$ cat config.mk
export PLATFORM = sky130hd
export DESIGN_NAME = iommu_cfg_bank
export DESIGN_NICKNAME = d
export VERILOG_FILES = /design/src/rtl/cfgbank_pkg.sv /design/src/rtl/cfgbank_decode.sv /design/src/rtl/cfgbank_reg.sv /design/src/rtl/cfgbank_rdmux.sv /design/src/rtl/iommu_cfg_bank.sv
export SDC_FILE = /design/constraint.sdc
export NUM_CORES = 1
export LEC_CHECK = 0
export BUFFER_PORTS_ARGS = -buffer_cell sky130_fd_sc_hd__buf_4
export CORE_ASPECT_RATIO = 1.75
export CORE_MARGIN = 8
export CORE_UTILIZATION = 58
export CTS_BUF_LIST = sky130_fd_sc_hd__clkbuf_8
export CTS_CLUSTER_DIAMETER = 40
export DETAILED_ROUTE_END_ITERATION = 10
export GPL_ROUTABILITY_DRIVEN = 1
export PLACE_DENSITY = 0.87
export SYNTH_ARGS = -nofsm -noshare
export SYNTH_HDL_FRONTEND = slang
export SYNTH_HIERARCHICAL = 1
export SYNTH_SLANG_ARGS = --single-unit
$ cat constraint.sdc
create_clock -name clk -period 1.7 [get_ports clk]
set_input_delay 0.34 -clock clk [delete_from_list [all_inputs] [get_ports clk]]
set_output_delay 0.34 -clock clk [all_outputs]
set_load 0.02 [all_outputs]
$ cat src/rtl/cfgbank_pkg.sv
package cfgbank_pkg;
  localparam int REG_W  = 64;
  localparam int HALF_W = REG_W / 2;
  localparam int NREGS  = 2;
  // 8-byte word indices within the bank
  localparam int CTRL_WORD  = 0;
  localparam int BASE_WORD  = 1;
  localparam int FLUSH_WORD = 2;

  typedef enum logic [1:0] {TGT_CTRL = 2'd0, TGT_BASE = 2'd1,
                            TGT_FLUSH = 2'd2, TGT_NONE = 2'd3} target_e;
  typedef enum logic [1:0] {LANE_FULL = 2'd0, LANE_HI = 2'd1,
                            LANE_LO = 2'd2} lane_e;

  // merge incoming write data into an existing register value
  function automatic logic [REG_W-1:0] merge_write(input logic [REG_W-1:0] old_v,
                                                   input logic [REG_W-1:0] wd,
                                                   input lane_e ln);
    case (ln)
      LANE_HI: merge_write = {wd[HALF_W-1:0], old_v[HALF_W-1:0]};
      LANE_LO: merge_write = {old_v[REG_W-1:HALF_W], wd[HALF_W-1:0]};
      default: merge_write = wd;
    endcase
  endfunction

  // view of a register as seen by a read of the given width/half
  function automatic logic [REG_W-1:0] read_view(input logic [REG_W-1:0] v,
                                                 input lane_e ln);
    case (ln)
      LANE_HI: read_view = {{HALF_W{1'b0}}, v[REG_W-1:HALF_W]};
      LANE_LO: read_view = {{HALF_W{1'b0}}, v[HALF_W-1:0]};
      default: read_view = v;
    endcase
  endfunction
endpackage

$ cat src/rtl/cfgbank_decode.sv
module cfgbank_decode
  import cfgbank_pkg::*;
#(
  parameter int ADDR_W = 8
) (
  input  logic              wide,
  input  logic [ADDR_W-1:0] offset,
  output target_e           tgt,
  output lane_e             lane
);
  localparam int WORD_W = ADDR_W - 3;

  logic [WORD_W-1:0] word;
  logic              aligned;

  assign word    = offset[ADDR_W-1:3];
  assign aligned = (offset[1:0] == 2'b00) && !(wide && offset[2]);

  always_comb begin
    tgt = TGT_NONE;
    if (aligned) begin
      if (word == WORD_W'(CTRL_WORD))       tgt = TGT_CTRL;
      else if (word == WORD_W'(BASE_WORD))  tgt = TGT_BASE;
      else if (word == WORD_W'(FLUSH_WORD)) tgt = TGT_FLUSH;
    end
    if (wide)           lane = LANE_FULL;
    else if (offset[2]) lane = LANE_LO;
    else                lane = LANE_HI;
  end
endmodule

$ cat src/rtl/cfgbank_reg.sv
module cfgbank_reg
  import cfgbank_pkg::*;
(
  input  logic             clk,
  input  logic             rst_n,
  input  logic             wr_en,
  input  lane_e            lane,
  input  logic [REG_W-1:0] wdata,
  output logic [REG_W-1:0] q
);
  always_ff @(posedge clk or negedge rst_n) begin
    if (!rst_n)     q <= '0;
    else if (wr_en) q <= merge_write(q, wdata, lane);
  end
endmodule

$ cat src/rtl/cfgbank_rdmux.sv
module cfgbank_rdmux
  import cfgbank_pkg::*;
(
  input  target_e          tgt,
  input  lane_e            lane,
  input  logic [REG_W-1:0] ctrl_v,
  input  logic [REG_W-1:0] base_v,
  output logic [REG_W-1:0] data
);
  always_comb begin
    case (tgt)
      TGT_CTRL: data = read_view(ctrl_v, lane);
      TGT_BASE: data = read_view(base_v, lane);
      default:  data = '0;
    endcase
  end
endmodule

$ cat src/rtl/iommu_cfg_bank.sv
module iommu_cfg_bank
  import cfgbank_pkg::*;
#(
  parameter int ADDR_W = 8
) (
  input  logic              clk,
  input  logic              rst_n,
  input  logic              acc_valid,
  input  logic              acc_write,
  input  logic              acc_wide,
  input  logic [ADDR_W-1:0] acc_offset,
  input  logic [63:0]       acc_wdata,
  output logic              rd_valid,
  output logic [63:0]       rd_data,
  output logic              bad_access,
  output logic [63:0]       walker_ctrl,
  output logic [63:0]       walker_base
);
  target_e          dec_tgt;
  lane_e            dec_lane;
  logic [NREGS-1:0] wr_hit;
  logic [REG_W-1:0] reg_q [NREGS];
  logic [REG_W-1:0] mux_data;
  logic             rd_fire;
  logic             unmapped_evt;
  logic             flush_wr_evt;

  cfgbank_decode #(.ADDR_W(ADDR_W)) u_decode (
    .wide(acc_wide), .offset(acc_offset), .tgt(dec_tgt), .lane(dec_lane)
  );

  assign rd_fire      = acc_valid && !acc_write;
  assign unmapped_evt = acc_valid && (dec_tgt == TGT_NONE);
  assign flush_wr_evt = acc_valid && acc_write && (dec_tgt == TGT_FLUSH);

  for (genvar g = 0; g < NREGS; g++) begin : g_reg
    assign wr_hit[g] = acc_valid && acc_write && (dec_tgt == target_e'(g));
    cfgbank_reg u_reg (
      .clk(clk), .rst_n(rst_n), .wr_en(wr_hit[g]), .lane(dec_lane),
      .wdata(acc_wdata), .q(reg_q[g])
    );
  end

  assign walker_ctrl = reg_q[CTRL_WORD];
  assign walker_base = reg_q[BASE_WORD];

  cfgbank_rdmux u_rdmux (
    .tgt(dec_tgt), .lane(dec_lane), .ctrl_v(walker_ctrl),
    .base_v(walker_base), .data(mux_data)
  );

  always_ff @(posedge clk or negedge rst_n) begin
    if (!rst_n) begin
      rd_valid   <= 1'b0;
      rd_data    <= '0;
      bad_access <= 1'b0;
    end else begin
      rd_valid   <= rd_fire;
      rd_data    <= rd_fire ? mux_data : '0;
      bad_access <= unmapped_evt;
    end
  end

  AST_WIDE_WRITE_CTRL: assert property (@(posedge clk) disable iff (!rst_n)
    (acc_valid && acc_write && acc_wide && acc_offset == '0) |=> walker_ctrl == $past(acc_wdata));
  AST_HI_WRITE_KEEPS_LO: assert property (@(posedge clk) disable iff (!rst_n)
    (wr_hit[0] && dec_lane == LANE_HI) |=> walker_ctrl[31:0] == $past(walker_ctrl[31:0]));
  AST_LO_WRITE_KEEPS_HI: assert property (@(posedge clk) disable iff (!rst_n)
    (wr_hit[1] && dec_lane == LANE_LO) |=> walker_base[63:32] == $past(walker_base[63:32]));
  AST_READ_VALID: assert property (@(posedge clk) disable iff (!rst_n)
    rd_fire |=> rd_valid);
  AST_FLUSH_NO_EFFECT: assert property (@(posedge clk) disable iff (!rst_n)
    flush_wr_evt |=> ($stable(walker_ctrl) && $stable(walker_base) && !bad_access));
  AST_UNMAPPED_STROBE: assert property (@(posedge clk) disable iff (!rst_n)
    unmapped_evt |=> bad_access);
  AST_UNMAPPED_READ_ZERO: assert property (@(posedge clk) disable iff (!rst_n)
    (unmapped_evt && !acc_write) |=> rd_data == '0);
endmodule

==> results of run 1 <==
## power groups by stage
| stage | Sequential, mW | Clock [mW] | Combinational [mW] |
|---|---|---|---|
| after floorplan | 5.05 | 0 | 0.495 |
| after global placement | 4.92 | 0 | 1.28 |
| after detailed placement | 4.93 | 0 | 1.32 |
| after CTS | 4.84 | 2.87 | 1.32 |
| after global routing | 4.86 | 3.07 | 1.41 |
| final | 4.84 | 2.85 | 1.33 |
## metal layers
metal  up-vias  wire (microns)  global-route usage
li1       3300               -                   -
met1      3901           10100               0.306
met5         -               0                   0
met2       457           15800               0.497
met4         0            1740               0.184
met3       112            2090              0.0667
## registers in the layout, summed over array words and instances, names as in the netlist
| name | count |
|---|---|
| bad_access | 1 |
| g.u_reg/q | 128 |
| rd_data | 64 |
| rd_valid | 1 |
## final cells by class
cell class	count	area, sq um
Clock inverter	14	128
Inverter	6	22.5
Multi-Input combinational cell	480	3680
Fill cell	1001	3440
Clock buffer	18	248
Tap cell	186	233
Timing Repair Buffer	327	2710
Sequential cell	194	4850
## cell families (layout without fill, tap and decap cells)
| group | Yosys count | in the layout |
|---|---|---|
| fa+ha+maj | 6 | 6 |
| compound gates | 224 | 224 |
| mux | 64 | 64 |
| buf+inv | 79 | 365 |
| flops | 194 | 194 |
| simple gates | 186 | 186 |
## cell usage after synthesis, drive strengths merged
cell type and count:
a211oi 1, a21oi 62, a22o 64, a22oi 62, a31oi 2, and3 1
and3b 64, and4b 1, and4bb 1, buf 67, clkbuf 6, dfrtp 194
ha 6, inv 6, mux2i 64, nand2 4, nand2b 2, nand3b 2
nor2 101, nor2b 6, nor4 2, o21bai 1, o22ai 32, or2b 1
or3b 1
## worst paths after layout
path | start | end | depth (start not counted)
setup / recovery | acc_offset[2] | rd_data[3] | 7
hold / removal | acc_wdata[28] | g_reg[1].u_reg/q[28] | 2
setup reg to reg | g_reg[1].u_reg/q[37] | rd_data[5] | 3
hold reg to reg | g_reg[0].u_reg/q[31] | g_reg[0].u_reg/q[31] | 1
max in group asynchronous | rst_n | g_reg[1].u_reg/q[14] | 3
min in group asynchronous | rst_n | rd_data[16] | 2
## timing repair
| item | in CTS | in global routing |
|---|---|---|
| endpoints found under the setup margin | 0 | 12 |
| gates resized for setup | 0 | 2 |
| setup buffers | 0 | 0 |
| hold buffers | 1 | 0 |
| hold endpoints to repair | 40 | 0 |
## metrics by stage
step                 util  area [sq um]  cells
detailed placement  0.750         11500   1192
CTS                 0.775         11900   1225
global route        0.775         11900   1225
finish              0.775         11900   1225
floorplan               -          9130    753
global placement    0.750         11500   1192
==> impl_metrics.py, run 1 <==
metrics = {
    "status": {
        "status": "complete, no violations",
    },
    "yosys": {
        "yosys_register_bits": 194,
        "synth_xor_area_frac": 0,
        "syn-num-nets": 836,
        "netlist_instances": 753,
        "netlist_area_sq_mm": 0.00906,
        "synth_compound_area_frac": 0.191,
        "synth.area.top_cells": "dfrtp_1 54%, mux2i_1 7.1%, a22o_1 6.2%, and3b_1 6.2%, a22oi_1 5.1%",
        "synthDominantCellAreaShare": 0.536,
        "synth_top_family_by_area": "compound AO/OA/AOI/OAI gates",
        "synth-seq-area-share": 0.536,
        "ys_types": 33,
        "synth_warnings": 6,
        "synthAdderAreaFrac": 0.00829,
        "yosysTopAreaCell": "dfrtp_1",
        "syn_area_per_cell_sq_um": 12.0,
        "synth-simple-area-share": 0.128,
        "synth_mux_area_frac": 0.0707,
    },
    "cts": {
        "clk_latency_ns": 0.47,
        "htree_levels": 4,
        "clkSinkCount": 194,
        "clkTransAtPathRegs_ns": 0.11,
        "clockBufferDepth": 2,
        "cts_made_buffers": 17,
        "cts-root-buf": "clkbuf_8",
        "cts_tree": "yes",
    },
    "worst_setup_path": {
        "crit_type": "primary input to flip-flop",
        "critPathMaxFanout": 32,
        "r2r_slack_ns": 0.56,
        "end_kind": "flip-flop",
        "required_ns": 2.10,
        "cpLargestDelayFamily": "simple AND/OR/NAND/NOR gates",
        "startpoint_type": "primary input",
        "crit_chain": "buf_4 -> a211oi_2 -> nand2_1 -> or3b_2 -> buf_12 -> o22ai_2 -> and3b_1",
        "critPathMaxStageDelay_ns": 0.52,
        "worst-path-buf-inv": 2,
        "slowest_stage": "or3b_2",
        "critPathArrivalTime_ns": 1.98,
    },
    "sta": {
        "setup_viol": 0,
        "worst_slew_pin_slew_ns": 0.434,
        "fmax_mhz": 633,
        "timing.final.crit_share": 0.929,
        "fin_skew_ns": 0.0247,
        "relSlewSlack": 0.710,
        "whs_ns": 0.113,
        "post-route-worst-setup-slack_ns": 0.121,
        "grt_setup_unrepaired": "no",
        "hold_violations": 0,
        "fin_crit_ns": 1.58,
        "fin_setup_tns_ns": 0,
        "maxSlewViolCount": 0,
    },
    "floorplanning": {
        "die-area_sq_mm": 0.0200,
        "die_x_microns": 110,
        "dieHeight_microns": 181,
        "ios": 271,
        "num_rows": 60,
        "start_util": 0.591,
        "coreArea_sq_mm": 0.0153,
    },
    "placement": {
        "numPortBuffers": 270,
        "pre_cts_ws_ns": -0.367,
        "gp_congestion": 0.899,
        "dpl.hpwl_microns": 21400,
    },
    "final_layout": {
        "final_cell_mix": "305 x buf_4, 194 x dfrtp_1, 96 x nor2_1",
        "layout.nets": 1109,
        "syn2layout_area_growth_pct": 31.1,
        "drive_gt1_frac": 0.390,
        "num_antenna_cells": 0,
        "layout_commonest_cell": "buf_4",
    },
    "power_and_ir_drop": {
        "seq_power_share": 0.537,
        "powerDensity_mw_per_mm2": 760,
        "p_sw_mw": 2.63,
        "p_leak_nw": 6.50,
        "ir_drop_uv": 584,
        "power.total_mw": 9.02,
        "internal_power_mw": 6.39,
        "pwr-share-comb": 0.147,
        "clkPwrFrac": 0.316,
        "p_sw_frac": 0.291,
    },
    "routing": {
        "wl_per_cell_microns": 24.3,
        "vias_per_cell": 6.34,
        "vias": 7770,
        "postRouteAntennaNets": 0,
        "dr.pass1.iters": 5,
        "drt-total-wl_microns": 29800,
        "drc": 0,
        "drt_iter0_drc": 519,
    },
    "global_route": {
        "grt_max_degree": 48,
        "globalRouteOverflowTotal": 0,
        "grt_pass1_wl_microns": 45500,
        "grtUsageTotal": 0.287,
        "antenna_found_initial": 0,
        "grt_pass1_vias": 7993,
    },
    "min_path": {
        "hp-class": "primary input to flip-flop",
    },
    "run": {
        "drv_cap": 0,
    },
}
Note: power is estimated with default switching activity, not from simulation.
==> run 2: changes to the inputs <==
--- a/config.mk
+++ b/config.mk
@@ -8,12 +8,12 @@
 export BUFFER_PORTS_ARGS = -buffer_cell sky130_fd_sc_hd__buf_4
 export CORE_ASPECT_RATIO = 1.75
 export CORE_MARGIN = 8
-export CORE_UTILIZATION = 58
+export CORE_UTILIZATION = 36
 export CTS_BUF_LIST = sky130_fd_sc_hd__clkbuf_8
 export CTS_CLUSTER_DIAMETER = 40
 export DETAILED_ROUTE_END_ITERATION = 10
 export GPL_ROUTABILITY_DRIVEN = 1
-export PLACE_DENSITY = 0.87
+export PLACE_DENSITY = 0.58
 export SYNTH_ARGS = -nofsm -noshare
 export SYNTH_HDL_FRONTEND = slang
 export SYNTH_HIERARCHICAL = 1
==> constraint.sdc (replaced) <==
create_clock -name clk -period 1.81 [get_ports clk]
set_input_delay 0.362 -clock clk [delete_from_list [all_inputs] [get_ports clk]]
set_output_delay 0.362 -clock clk [all_outputs]
set_load 0.02 [all_outputs]
==> run 2 against run 1 <==
Flip-flop and latch count is the same. Sequential power fell by 6.2%. Cell count is 9.9% higher. Total power is 3.3% lower. Non-clock buffer count is 8 lower. Routed wire length increased by 8.2%. Setup slack better by 0.0076 ns. Global-route usage fell by 7.9 points. Die area rose by 53%. Critical path depth stayed put. Via count shrank 5.5%.
==> impl_metrics.py, run 2 (synthesis gave the netlist of run 1 again) <==
metrics = {
    "sta": {
        "hold_violations": 0,
        "timing.final.crit_share": 0.929,
        "maxSlewViolCount": 0,
        "fmax_mhz": 595,
        "grt_setup_unrepaired": "no",
        "relSlewSlack": 0.607,
        "fin_crit_ns": 1.68,
        "fin_skew_ns": 0.0128,
        "worst_slew_pin_slew_ns": 0.590,
        "fin_setup_tns_ns": 0,
        "setup_viol": 0,
    },
    "status": {
        "status": "complete, no violations",
    },
    "final_layout": {
        "reg_top3": "g.u_reg/q x128, rd_data x64",
        "final_cells": 1346,
        "drive_gt1_frac": 0.383,
        "syn2layout_area_growth_pct": 32.8,
        "num_antenna_cells": 0,
        "layout_commonest_cell": "buf_4",
        "utilization": 0.480,
        "layout.nets": 1101,
        "largest_reg_flops": 128,
        "final_cell_mix": "295 x buf_4, 194 x dfrtp_1, 96 x nor2_1",
        "top_register": "g.u_reg/q",
    },
    "power_and_ir_drop": {
        "powerDensity_mw_per_mm2": 726,
        "p_leak_nw": 6.50,
        "ir_drop_uv": 447,
    },
    "floorplanning": {
        "die-area_sq_mm": 0.0307,
        "start_util": 0.362,
        "coreArea_sq_mm": 0.0250,
        "dieHeight_microns": 226,
        "ios": 271,
        "die_x_microns": 136,
        "num_rows": 77,
    },
    "worst_setup_path": {
        "critPathMaxFanout": 32,
        "startpoint_type": "primary input",
        "critPathArrivalTime_ns": 2.09,
        "slowest_stage": "or3b_2",
        "critPathMaxStageDelay_ns": 0.53,
        "cpLargestDelayFamily": "simple AND/OR/NAND/NOR gates",
        "crit_type": "primary input to flip-flop",
        "crit_chain": "buf_4 -> nor4_1 -> nand2_1 -> or3b_2 -> buf_12 -> o22ai_2 -> and3b_1",
        "worst-path-buf-inv": 2,
        "required_ns": 2.22,
        "end_kind": "flip-flop",
    },
    "run": {
        "drv_cap": 0,
    },
    "global_route": {
        "antenna_found_initial": 0,
        "grt_max_degree": 66,
        "globalRouteOverflowTotal": 0,
        "grt_pass1_wl_microns": 47600,
        "grt_pass1_vias": 7772,
        "grtUsageTotal": 0.208,
    },
    "routing": {
        "dr.pass1.iters": 5,
        "drc": 0,
        "wl_per_cell_microns": 23.9,
        "vias_per_cell": 5.45,
        "vias": 7339,
        "drt-total-wl_microns": 32200,
        "drt_iter0_drc": 493,
        "postRouteAntennaNets": 0,
    },
    "cts": {
        "cts_tree": "yes",
        "cts_made_buffers": 17,
        "clk_latency_ns": 0.48,
        "clkTransAtPathRegs_ns": 0.09,
        "clkSinkCount": 194,
        "cts-root-buf": "clkbuf_8",
        "ctsResizeCount": 0,
        "clockBufferDepth": 2,
        "htree_levels": 4,
    },
    "placement": {
        "gp_congestion": 0.827,
        "dpl.hpwl_microns": 23100,
        "numPortBuffers": 270,
        "placed_cells": 1314,
    },
    "min_path": {
        "hp-class": "primary input to flip-flop",
    },
}
## run 2: cell type report
| class | instances | area [sq um] |
|---|---|---|
| Tap cell | 316 | 395 |
| Inverter | 6 | 22.5 |
| Multi-Input combinational cell | 480 | 3670 |
| Clock inverter | 12 | 141 |
| Fill cell | 2364 | 13000 |
| Clock buffer | 19 | 262 |
| Sequential cell | 194 | 4850 |
| Timing Repair Buffer | 319 | 2680 |
## run 2: final timing paths
path | endpoint | start | slack, ns | cells after the start
worst min register to register | g_reg[0].u_reg/q[10] | g_reg[0].u_reg/q[10] | 0.54 | 1
worst max-delay path | rd_data[7] | acc_offset[6] | 0.13 | 7
worst min-delay path | g_reg[0].u_reg/q[30] | acc_wdata[30] | 0.12 | 2
min in group asynchronous | rd_data[63] | rst_n | 0.41 | 2
max in group asynchronous | g_reg[0].u_reg/q[9] | rst_n | 0.84 | 3
worst max register to register | rd_data[20] | g_reg[1].u_reg/q[52] | 0.68 | 3
## run 2: metal layers
| metal | up-vias | global-route usage | share of wire |
|---|---|---|---|
| met5 | - | 0 | 0 |
| met4 | 0 | 0.107 | 0.043 |
| met3 | 71 | 0.0401 | 0.051 |
| met2 | 280 | 0.385 | 0.55 |
| met1 | 3708 | 0.216 | 0.35 |
| li1 | 3280 | - | - |
## run 2: per-stage QoR
stage | setup slack, ns | total power [mW] | hold WS, ns | area (sq um)
3_3_place_gp | -0.376 | 5.90 | 0.376 | 11600
5_1_grt | 0.0816 | 9.08 | 0.0973 | 12000
6_report | 0.128 | 8.73 | 0.124 | 12000
4_1_cts | 0.158 | 8.84 | 0.0807 | 12000
3_5_place_dp | -0.378 | 5.91 | 0.374 | 11600
2_1_floorplan | 0.0316 | 5.21 | 0.0664 | 9090
## run 2: what timing repair did
item,4_1_cts,5_1_grt
endpoints found under the setup margin,0,0
buffers inserted,0,0
hold buffers,1,0
endpoints found under the hold margin,45,0
## run 2: power by group
part	total (mW)	internal, mW	switching (mW)
Clock	2.91	1.41	1.50
Sequential	4.54	4.44	0.102
Combinational	1.27	0.547	0.725
==> run 3: changes to the inputs <==
--- a/config.mk
+++ b/config.mk
@@ -7,13 +7,12 @@
 export LEC_CHECK = 0
 export BUFFER_PORTS_ARGS = -buffer_cell sky130_fd_sc_hd__buf_4
 export CORE_ASPECT_RATIO = 1.75
-export CORE_MARGIN = 8
 export CORE_UTILIZATION = 36
 export CTS_BUF_LIST = sky130_fd_sc_hd__clkbuf_8
 export CTS_CLUSTER_DIAMETER = 40
 export DETAILED_ROUTE_END_ITERATION = 10
 export GPL_ROUTABILITY_DRIVEN = 1
-export PLACE_DENSITY = 0.58
+export PLACE_DENSITY = 0.6
 export SYNTH_ARGS = -nofsm -noshare
 export SYNTH_HDL_FRONTEND = slang
 export SYNTH_HIERARCHICAL = 1
==> constraint.sdc (replaced) <==
create_clock -name clk -period 1.4 [get_ports clk]
set_input_delay 0.28 -clock clk [delete_from_list [all_inputs] [get_ports clk]]
set_output_delay 0.28 -clock clk [all_outputs]
set_load 0.02 [all_outputs]
==> run 3 against run 2 <==
The flow now finishes with violations (negative setup slack). Final area rose by 16%. Critical path depth rose by 3. First-iteration DRC count fell by 7.1%. Combinational power rose by 54%. Clock power rose by 44%. Setup slack got worse by 0.28 ns. Critical endpoint is now g_reg[1].u_reg/q[46]. Register-to-register slack got worse by 0.53 ns. Hold slack got worse by 0.080 ns. Count of clock-buffer cells in the layout fell by 2. Utilization rose by 8.5 points. Critical path type unchanged. Global-route usage rose by 3.3 points.
==> impl_metrics.py, run 3 (synthesis gave the netlist of run 1 again) <==
metrics = {
    "floorplanning": {
        "ios": 271,
        "dieHeight_microns": 212,
        "coreArea_sq_mm": 0.0246,
        "start_util": 0.368,
        "die_x_microns": 122,
        "num_rows": 76,
        "die-area_sq_mm": 0.0258,
    },
    "final_layout": {
        "post-route-cell-area_sq_mm": 0.0139,
        "largest_reg_flops": 128,
        "drive_gt1_frac": 0.562,
        "num_antenna_cells": 0,
        "fillCellCount": 2044,
        "top_register": "g.u_reg/q",
        "reg_top3": "g.u_reg/q x128, rd_data x64",
        "layout_commonest_cell": "buf_4",
        "layout.nets": 1188,
        "syn2layout_area_growth_pct": 53.7,
        "final_cell_mix": "305 x buf_4, 170 x dfrtp_1, 64 x and3b_1, 64 x a22o_1, 61 x a22oi_1",
    },
    "status": {
        "violations": "negative setup slack",
        "status": "finished with violations",
    },
    "worst_setup_path": {
        "critPathMaxStageDelay_ns": 0.36,
        "crit_type": "primary input to flip-flop",
        "critPathMaxFanout": 6,
        "crit_chain": "buf_8 -> a211oi_4 -> nand2_2 -> and4b_2 -> buf_6 -> nor2b_4 -> buf_6 -> buf_12 -> nor2_2 -> a31oi_1",
        "startpoint_type": "primary input",
        "critPathArrivalTime_ns": 1.94,
        "cpLargestDelayFamily": "simple AND/OR/NAND/NOR gates",
        "end_kind": "flip-flop",
        "required_ns": 1.79,
        "crit_top_cell": "buf_6",
        "slowest_stage": "and4b_2",
        "worst-path-buf-inv": 4,
    },
    "sta": {
        "whs_ns": 0.0445,
        "fmax_mhz": 645,
        "worst_slew_pin_slew_ns": 0.448,
        "hold_violations": 0,
        "post-route-worst-setup-slack_ns": -0.151,
        "setup_viol": 162,
        "grt_setup_unrepaired": "yes",
        "relSlewSlack": 0.701,
        "fin_crit_ns": 1.55,
        "maxSlewViolCount": 0,
        "timing.final.crit_share": 1.11,
        "fin_skew_ns": 0.0131,
    },
    "routing": {
        "wl_per_cell_microns": 23.9,
        "dr.pass1.iters": 5,
        "vias": 7858,
        "drc": 0,
        "wl_met2_microns": 19400,
        "topRoutingLayerUsed": "met4",
        "drt-met1-wl_microns": 12000,
        "drt_iter0_drc": 458,
        "dr_wl_met3_microns": 1460,
        "postRouteAntennaNets": 0,
        "vias_per_cell": 5.50,
        "drt-total-wl_microns": 34200,
    },
    "power_and_ir_drop": {
        "p_leak_nw": 7.14,
        "powerDensity_mw_per_mm2": 867,
        "ir_drop_uv": 595,
    },
    "cts": {
        "clk_latency_ns": 0.47,
        "cts_made_buffers": 17,
        "cts_tree": "yes",
        "clkSinkCount": 194,
        "clockBufferDepth": 2,
        "cts-root-buf": "clkbuf_8",
        "htree_levels": 4,
        "clkTransAtPathRegs_ns": 0.10,
    },
    "placement": {
        "gp_congestion": 0.803,
        "placed_cell_area_sq_mm": 0.0119,
        "dpl.hpwl_microns": 22000,
        "numPortBuffers": 270,
    },
    "global_route": {
        "grt_max_degree": 53,
        "globalRouteOverflowTotal": 0,
        "grt_pass1_vias": 7675,
        "grtUsageTotal": 0.242,
        "grt_pass1_wl_microns": 45500,
        "antenna_found_initial": 0,
    },
    "min_path": {
        "hp-class": "primary input to flip-flop",
    },
    "run": {
        "drv_cap": 0,
    },
}
## run 3: cell count changes in the layout (fill, tap and decap cells not counted), sizes merged
cell	before	now
buf	317	395
clkinv	5	2
clkinvlp	2	3
bufinv	3	5
clkbuf	20	27
inv	8	11
## run 3: power breakdown
part	internal (mW)	leakage (nW)	switching (mW)
combinational	0.912	4.26	1.04
clock	2.12	0.226	2.08
sequential	5.75	2.65	0.163
## run 3: final timing paths
kind                                            from                   end  slack, ns  depth (start not counted)
max in group asynchronous                      rst_n  g_reg[1].u_reg/q[51]       0.53                          3
worst min register to register   g_reg[1].u_reg/q[5]   g_reg[1].u_reg/q[5]       0.54                          1
worst max-delay path                        acc_wide  g_reg[1].u_reg/q[46]      -0.15                         10
min in group asynchronous                      rst_n  g_reg[0].u_reg/q[21]       0.31                          2
worst min-delay path                   acc_wdata[28]  g_reg[0].u_reg/q[28]       0.04                          2
worst max register to register  g_reg[1].u_reg/q[56]           rd_data[24]       0.15                          4
## run 3: per-layer routing
layer  global-route usage  up-vias
met5                    0        -
met4                0.115        0
met3               0.0372       73
met2                0.451      325
met1                0.259     4000
li1                     -     3460
## run 3: final cells by class
| cell class | instances | area (sq um) | area share |
|---|---|---|---|
| clock buffer | 17 | 234 | 0.0168 |
| clock inverter | 15 | 215 | 0.0155 |
| inverter | 6 | 22.5 | 0.00162 |
| multi-input combinational | 480 | 4350 | 0.312 |
| sequential | 194 | 4880 | 0.351 |
| tap | 312 | 390 | 0.0280 |
| timing repair buffer | 406 | 3820 | 0.275 |
## run 3: metrics by stage
stage / setup slack, ns / TNS [ns] / power (mW) / util / cells
finish: -0.151 / -12.64 / 12.1 / 0.565 / 1430
global route: -0.158 / -13.70 / 12.5 / 0.565 / 1430
CTS: -0.0588 / -1.68 / 11.9 / 0.514 / 1387
detailed placement: -0.703 / -116.02 / 7.69 / 0.482 / 1329
global placement: -0.687 / -111.06 / 7.67 / 0.482 / 1329
floorplan: -0.261 / -35.06 / 6.76 / - / 753
## run 3: worst register-to-register path, cell delays in order (launching register included)
cell and delay [ns]:
dfrtp_1 0.42, buf_4 0.16, mux2i_1 0.29, o22ai_2 0.13
and3b_1 0.16
## run 3: what timing repair did
| item | in CTS | in global routing |
|---|---|---|
| resized for setup | 15 | 228 |
| pin swaps | 4 | 13 |
| setup buffers | 23 | 32 |
| setup endpoints to repair | 174 | 164 |
| endpoints found under the hold margin | 31 | 0 |
| gates cloned | 2 | 12 |
| hold buffers | 1 | 0 |
